$ cat src/rtl/dmc_pkg.sv
package dmc_pkg;
    // number of dual-modulus stages in the chain
    localparam int unsigned NUM_STAGES = 6;
    // phase width of one stage: phases 0, 1 and the swallow phase 2
    localparam int unsigned PH_W = 2;

    typedef struct packed {
        logic [PH_W-1:0] ph;
    } stage_state_t;

    typedef struct packed {
        logic pulse;
    } out_state_t;
endpackage

$ cat src/rtl/dmc_stage.sv
module dmc_stage
    import dmc_pkg::*;
(
    input  logic            clk_i,
    input  logic            rst_i,
    input  logic            tick_i,   // advance this stage in this cycle
    input  logic            mod_i,    // modulus-in from the slower neighbour
    input  logic            bit_i,    // program bit of this stage
    output logic            tick_o,   // carry to the slower neighbour
    output logic            mod_o,    // modulus-out to the faster neighbour
    output logic [PH_W-1:0] ph_o      // current phase
);
    localparam logic [PH_W-1:0] PH_ZERO = '0;
    localparam logic [PH_W-1:0] PH_ONE  = PH_W'(1);
    localparam logic [PH_W-1:0] PH_SWAL = PH_W'(2);

    stage_state_t st_d, st_q;
    logic         at_last;

    always_comb begin
        st_d = st_q;
        // the final phase is 1 unless a swallow is due, then phase 2
        at_last = (st_q.ph == PH_SWAL) ||
                  ((st_q.ph == PH_ONE) && !(bit_i && mod_i));
        mod_o  = mod_i && at_last;
        tick_o = tick_i && at_last;
        if (tick_i) begin
            if (at_last) st_d.ph = PH_ZERO;
            else         st_d.ph = st_q.ph + PH_ONE;
        end
    end

    always_ff @(posedge clk_i) begin
        if (rst_i) st_q <= '0;
        else       st_q <= st_d;
    end

    assign ph_o = st_q.ph;

    // the phase never leaves the range 0..2
    p_phase_legal_r1: assert property (@(posedge clk_i) disable iff (rst_i)
        st_q.ph != 2'd3);

    // the swallow phase is only reached with the program bit set
    p_swallow_bit_r1: assert property (@(posedge clk_i) disable iff (rst_i)
        (st_q.ph == PH_SWAL) |-> bit_i);

    // leaving the swallow phase always returns to zero
    p_swallow_exit_r1: assert property (@(posedge clk_i) disable iff (rst_i)
        (st_q.ph == PH_SWAL && tick_i) |=> (st_q.ph == PH_ZERO));
endmodule

$ cat src/rtl/dmc_prog_reg.sv
module dmc_prog_reg #(
    parameter int unsigned W = 6
) (
    input  logic         clk_i,
    input  logic         rst_i,
    input  logic         load_i,   // start of a new output period
    input  logic [W-1:0] prog_i,
    output logic [W-1:0] prog_o
);
    logic [W-1:0] prog_d, prog_q;

    always_comb begin
        prog_d = prog_q;
        if (load_i) prog_d = prog_i;
    end

    // the word is also captured during reset for the first period
    always_ff @(posedge clk_i) begin
        if (rst_i) prog_q <= prog_i;
        else       prog_q <= prog_d;
    end

    assign prog_o = prog_q;
endmodule

$ cat src/rtl/dual_mod_chain_div.sv
module dual_mod_chain_div
    import dmc_pkg::*;
(
    input  logic                  clk_i,
    input  logic                  rst_i,
    input  logic [NUM_STAGES-1:0] ratio_i,
    output logic                  pulse_o
);
    localparam int unsigned NS = NUM_STAGES;

    logic [NS-1:0]   prog_q;
    logic [NS:0]     tick_c;   // tick_c[k] advances stage k
    logic [NS:0]     mod_c;    // mod_c[k+1] is modulus-in of stage k
    logic [NS-1:0]   mod_out;
    logic [PH_W-1:0] ph [NS];
    logic            wrap;
    out_state_t      o_d, o_q;

    assign tick_c[0]  = 1'b1;
    assign mod_c[NS]  = 1'b1;   // slowest stage sees its modulus-in held high

    genvar k;
    generate
        for (k = 0; k < NS; k++) begin : g_stage
            dmc_stage u_stage (
                .clk_i  (clk_i),
                .rst_i  (rst_i),
                .tick_i (tick_c[k]),
                .mod_i  (mod_c[k+1]),
                .bit_i  (prog_q[k]),
                .tick_o (tick_c[k+1]),
                .mod_o  (mod_out[k]),
                .ph_o   (ph[k])
            );
            assign mod_c[k] = mod_out[k];
        end
    endgenerate

    // the fastest stage's modulus-out marks the last cycle of a period
    assign wrap = mod_c[0];

    dmc_prog_reg #(.W(NS)) u_prog (
        .clk_i  (clk_i),
        .rst_i  (rst_i),
        .load_i (wrap),
        .prog_i (ratio_i),
        .prog_o (prog_q)
    );

    always_comb begin
        o_d = o_q;
        o_d.pulse = wrap;
    end

    always_ff @(posedge clk_i) begin
        if (rst_i) o_q <= '0;
        else       o_q <= o_d;
    end

    assign pulse_o = o_q.pulse;

    logic all_zero;
    always_comb begin
        all_zero = 1'b1;
        for (int i = 0; i < NS; i++)
            if (ph[i] != '0) all_zero = 1'b0;
    end

    // the ratio is at least 64, so a pulse is never followed by another
    p_pulse_single_r3: assert property (@(posedge clk_i) disable iff (rst_i)
        pulse_o |=> !pulse_o);

    // the chain is back in its start phase while the pulse is shown
    p_start_phase_r1: assert property (@(posedge clk_i) disable iff (rst_i)
        pulse_o |-> all_zero);

    // the captured program word changes only across a period boundary
    p_prog_hold_r4: assert property (@(posedge clk_i) disable iff (rst_i)
        !wrap |=> $stable(prog_q));

    // reset forces the output low
    p_reset_low_r5: assert property (@(posedge clk_i)
        rst_i |=> !pulse_o);
endmodule

$ cat config.mk
export PLATFORM = sky130hd
export DESIGN_NAME = dual_mod_chain_div
export DESIGN_NICKNAME = d
export VERILOG_FILES = /design/src/rtl/dmc_pkg.sv /design/src/rtl/dmc_stage.sv /design/src/rtl/dmc_prog_reg.sv /design/src/rtl/dual_mod_chain_div.sv
export SDC_FILE = /design/constraint.sdc
export NUM_CORES = 1
export LEC_CHECK = 0
export CAP_MARGIN = 15
export CORE_MARGIN = 3
export CORE_UTILIZATION = 55
export CTS_CLUSTER_DIAMETER = 60
export CTS_CLUSTER_SIZE = 30
export DETAILED_ROUTE_END_ITERATION = 8
export PLACE_DENSITY = 0.76
export SLEW_MARGIN = 20
export SYNTH_ARGS = -nofsm -noshare
export SYNTH_HDL_FRONTEND = slang
export SYNTH_HIERARCHICAL = 1
export SYNTH_SLANG_ARGS = --single-unit
$ cat constraint.sdc
create_clock -name clk_i -period 7 [get_ports clk_i]
set_input_delay 0.7 -clock clk_i [delete_from_list [all_inputs] [get_ports clk_i]]
set_output_delay 0.7 -clock clk_i [all_outputs]
set_load 0.005 [all_outputs]
======== Yosys cells after proc, flatten, opt, wreduce, memory -nomap -nowiden ========
Index checks and enable logic that the tools add are counted.
storage, ports and cells
  input port bits ......................... 8
  flip-flop bits (word level) ............. 19
  word-level logic and storage cells ...... 67
  output and inout port bits .............. 1
cells by class
  add/subtract/negate cells ............... 6
  eq/ne operators ......................... 12
  multiplexer cells ....................... 7
  reductions and logical operators ........ 34
operators with widths
  cell                                           count
  logical AND 1 bit                              20
  adder 2 x 1 -> 2 bit, second input constant    6
  == test 2 x 1 -> 1 bit, second input constant  6
  == test 2 bit, second input constant           6
  2-to-1 mux 6 bit                               2
  2-to-1 mux 2 bit                               5
  logical NOT 1 bit                              6
  logical OR 1 bit                               6
  nonzero test 2 bit                             1
  OR reduction 2 bit                             1

======== Longest topological paths before layout ========
  depth in word-level cells ............... 31
  gate-level depth with buffers ........... 20
  mapped depth without buffers ............ 20

======== By module ========
The synthesis kept the hierarchy.
modules (own cells, without submodules)
  module              times used  seq. area each (um^2)  area an instance (um^2)  cells an instance
  dmc_stage           6           40.0                   145.1                    14
  dmc_prog_reg        1           180.2                  186.4                    7
  dual_mod_chain_div  1           20.0                   37.5                     3

======== Least setup slack after synthesis ========
OpenSTA, ideal clock, no wires.
  kind .................................... reg-to-reg
  from .................................... register g_stage[5].u_stage.st_q, in the netlist g_stage[5].u_stage/ph_o[1]
  to ...................................... register g_stage[5].u_stage.st_q, in the netlist g_stage[5].u_stage/ph_o[0]
  slack ................................... 3.590 ns
  arrival time ............................ 3.296 ns
  library setup time ...................... 0.114 ns
  cell stages (with the launch flop) ...... 21
  data required time ...................... 6.886 ns
  clock period less this slack ............ 3.410 ns
  buffers on the path ..................... 0
  cells stage by stage .................... dfxtp_1 inv_1 ha_1 a21boi_2 o21a_1 a21boi_2 o21a_1 a21boi_2 o21a_1 a21boi_2 o21a_1 a21boi_2 o21a_1 a21boi_2 o21a_1 o21a_1 o21a_1 o21a_1 o21a_1 mux2i_1 nor2_1
on the way
  longest elaborated chain between the ends .. 31
  elaborated cells between the ends (all ways) .. 33
  those cells by class .................... eq/ne: 2; mux: 1; reduce/logical: 30
RTL lines
  what                      RTL line                  text
  start: declaration        dmc_stage.sv:17           stage_state_t st_d, st_q;
  start signal: assignment  dmc_stage.sv:35           else st_q <= st_d;
  == test 2 x 1 -> 1 bit    dmc_stage.sv:24           ((st_q.ph == PH_ONE) && !(bit_i && mod_i));
  logical AND 1 bit         dmc_stage.sv:24
  logical OR 1 bit (*)      dmc_stage.sv:23           at_last = (st_q.ph == PH_SWAL) ||
  named net mod_c[5]        dual_mod_chain_div.sv:13  logic [NS:0] mod_c;
  logical AND 1 bit         dmc_stage.sv:24
  logical NOT 1 bit         dmc_stage.sv:24
  logical AND 1 bit         dmc_stage.sv:24
  logical OR 1 bit          dmc_stage.sv:23
  [1 not listed]            --
  named net mod_c[4]        dual_mod_chain_div.sv:13
  [5 not listed]            --
  named net mod_c[3]        dual_mod_chain_div.sv:13
  [5 not listed]            --
  named net mod_c[2]        dual_mod_chain_div.sv:13
  [5 not listed]            --
  named net mod_c[1]        dual_mod_chain_div.sv:13
  [4 not listed]            --
  named net tick_c[1]       dual_mod_chain_div.sv:12  logic [NS:0] tick_c;
  logical AND 1 bit (*)     dmc_stage.sv:26           tick_o = tick_i && at_last;
  named net tick_c[2]       dual_mod_chain_div.sv:12
  logical AND 1 bit (*)     dmc_stage.sv:26
  named net tick_c[3]       dual_mod_chain_div.sv:12
  logical AND 1 bit (*)     dmc_stage.sv:26
  named net tick_c[4]       dual_mod_chain_div.sv:12
  logical AND 1 bit (*)     dmc_stage.sv:26
  named net tick_c[5]       dual_mod_chain_div.sv:12
The timed path passes the listed nets; every way through them passes the cells marked *.
A chain may end at the register's enable or synchronous reset.

======== Worst setup path in the final report ========
  from .................................... register g_stage[5].u_stage.st_q, in the netlist g_stage[5].u_stage/ph_o[1]
  to ...................................... register g_stage[5].u_stage.st_q, in the netlist g_stage[5].u_stage/ph_o[1]
The elaborated chain is that of the path after synthesis.

==> results_dict.tcl <==
set metrics [dict create \
    outcome "completed" \
    final_common_cell "sky130_fd_sc_hd__ha_1" \
    cts-resized-gates 0 \
    cp-start-kind "register" \
    grt_pass1_wl_um 3080 \
    floorplan.die_area_sq_um 2550 \
    clock_latency_ns 0.30 \
    drt_drc_violations_left 0 \
    synthesis.area_sq_um 1090 \
    period_needed_ns 3.94 \
    clkSlewWorstSetupHoldPaths_ns 0.11 \
    first_pass_iteration_count_of_the_detailed_router 4 \
    placement_rows 15 \
    layout-area-overhead-vs-synth_pct 14.7 \
    worst_hold_path_type "register to register" \
    syn_inst 93 \
    worst_pin_slew_ns 0.719 \
    final_area_sq_um 1250 \
    dpl_cell_area_sq_um 1220 \
    final.setup.tns_ns 0 \
    post-place-cells 131 \
    vias_per_cell 5.24 \
    synth_area_per_cell_sq_um 11.7 \
    num_antenna_cells 0 \
    total_vias_in_the_final_route 708 \
    cts_max_level 1 \
    finalWirelength_um 1780 \
    final_cell_mix "18 x sky130_fd_sc_hd__ha_1, 13 x sky130_fd_sc_hd__dfxtp_1, 12 x sky130_fd_sc_hd__inv_1" \
    port_buffers 8 \
    drt_iter0_drc 6 \
    slew-limit-headroom_pct 51.9 \
    postCtsSetupRepairBufs 0 \
    fp.coreArea_sq_um 1800 \
    power.density_cell_area_nw_per_um2 157 \
    ir_worst_vdd_mv 0.156 \
    drt.antenna.violating_nets 0 \
    finalWeightedCongestion 0.686 \
    maxSlewViolCount 0 \
    post_route_cells_drive_above_1_share_pct 10.0 \
    fin_nets 137 \
    clock_root_cell "sky130_fd_sc_hd__clkbuf_4" \
    finClkSkew_ns 0.00392 \
    i_o_pins 9 \
    setup.worst_path.class "register to register" \
    critPathRequiredTime_ns 7.19 \
    grt_start_max_net_pins 21 \
    post_layout_nonfiller_instances 135 \
    setup.worst_path.end_class "register" \
    initial_utilization_pct 60.3 \
    whs_ns 0.539 \
    static-leakage-power_nw 0.443 \
    grt_remaining_overflow 0 \
    cts-hold-fix-buffers 0 \
    fmax_ghz 0.254 \
    floorplan.die.height_um 50.5 \
    place_hpwl_um 1330 \
    grt_use_total_pct 16.6 \
    cts_buffers 3 \
    worst-endpoint-arrival_ns 4.14 \
    cts_max_path_buffers 2 \
    tritoncts "yes" \
    timing.final.crit_share_pct 56.3 \
    tritoncts_num_sinks 19 \
    post_drt_wl_per_cell_um 13.2 \
    synth_warnings 6 \
    critPathMaxFanout 4 \
    fill_cells 152 \
    grt_pass1_vias 705 \
    antenna_found_initial 0 \
    max-cap-violations 0 \
    rsz_0062_raised_after_global_routing "no" \
    fp.dieW_um 50.5 \
    final-hold-violation-count 0 \
    finalSetupViolCount 0 \
]
==> worst max-delay path, cell delays in order (launching register included) <==
cell and delay, ns:
sky130_fd_sc_hd__dfxtp_1 0.35, sky130_fd_sc_hd__inv_1 0.08, sky130_fd_sc_hd__ha_1 0.19, sky130_fd_sc_hd__a21boi_2 0.17
sky130_fd_sc_hd__o21a_1 0.19, sky130_fd_sc_hd__a21boi_2 0.18, sky130_fd_sc_hd__o21a_1 0.17, sky130_fd_sc_hd__a21boi_2 0.08
sky130_fd_sc_hd__o21a_1 0.19, sky130_fd_sc_hd__a21boi_2 0.17, sky130_fd_sc_hd__o21a_1 0.18, sky130_fd_sc_hd__a21boi_2 0.08
sky130_fd_sc_hd__o21a_1 0.20, sky130_fd_sc_hd__a21boi_2 0.17, sky130_fd_sc_hd__o21a_1 0.22, sky130_fd_sc_hd__o21a_1 0.23
sky130_fd_sc_hd__o21a_1 0.24, sky130_fd_sc_hd__o21a_1 0.23, sky130_fd_sc_hd__o21a_1 0.21, sky130_fd_sc_hd__nand4bb_1 0.14
sky130_fd_sc_hd__o32ai_1 0.16
==> per-layer routing <==
| layer | GRT usage [%] | part of all wire [%] |
|---|---|---|
| met5 | 0 | 0 |
| met4 | 5.38 | 1.2 |
| met3 | 6.23 | 3.5 |
| met2 | 30.4 | 52 |
| met1 | 17.4 | 44 |
==> cell type report <==
cell class                      count  area, sq um  area share [%]
Clock buffer                        3         22.5            1.81
Clock inverter                      1         7.51           0.602
Inverter                           12         45.0            3.61
Multi-Input combinational cell     67          621            49.7
Sequential cell                    19          440            35.3
Tap cell                           25         31.3            2.51
Timing Repair Buffer                8         80.1            6.42
==> flip-flops by register name, indices dropped and copies added, names as in the netlist <==
name and count:
pulse_o 1, g_stage.u_stage/ph_o 12, u_prog/prog_o 6
==> path summary, 6_finish.rpt <==
kind	start	to	slack (ns)	cells past startpoint
setup reg to reg	g_stage[5].u_stage/ph_o[1]	g_stage[5].u_stage/ph_o[1]	3.06	20
hold reg to reg	g_stage[3].u_stage/ph_o[0]	g_stage[3].u_stage/ph_o[0]	0.54	2
hold / removal	g_stage[3].u_stage/ph_o[0]	g_stage[3].u_stage/ph_o[0]	0.54	2
setup / recovery	g_stage[5].u_stage/ph_o[1]	g_stage[5].u_stage/ph_o[1]	3.06	20
==> where the power goes <==
group          leakage [nW]  switching (mW)  internal [mW]
logic                 0.266         0.00938        0.00961
clock network        0.0139          0.0358         0.0218
registers             0.164         0.00211          0.118
total                 0.443          0.0473          0.149
==> per-stage QoR <==
stage	total power [mW]	setup slack (ns)	util, %
after floorplan	0.133	3.62	-
after global placement	0.140	3.29	67.6
after detailed placement	0.141	3.13	67.6
after CTS	0.200	3.09	69.2
after global routing	0.208	2.74	69.2
final	0.196	3.06	69.2
No activity file was read; power rests on OpenSTA's default activity.
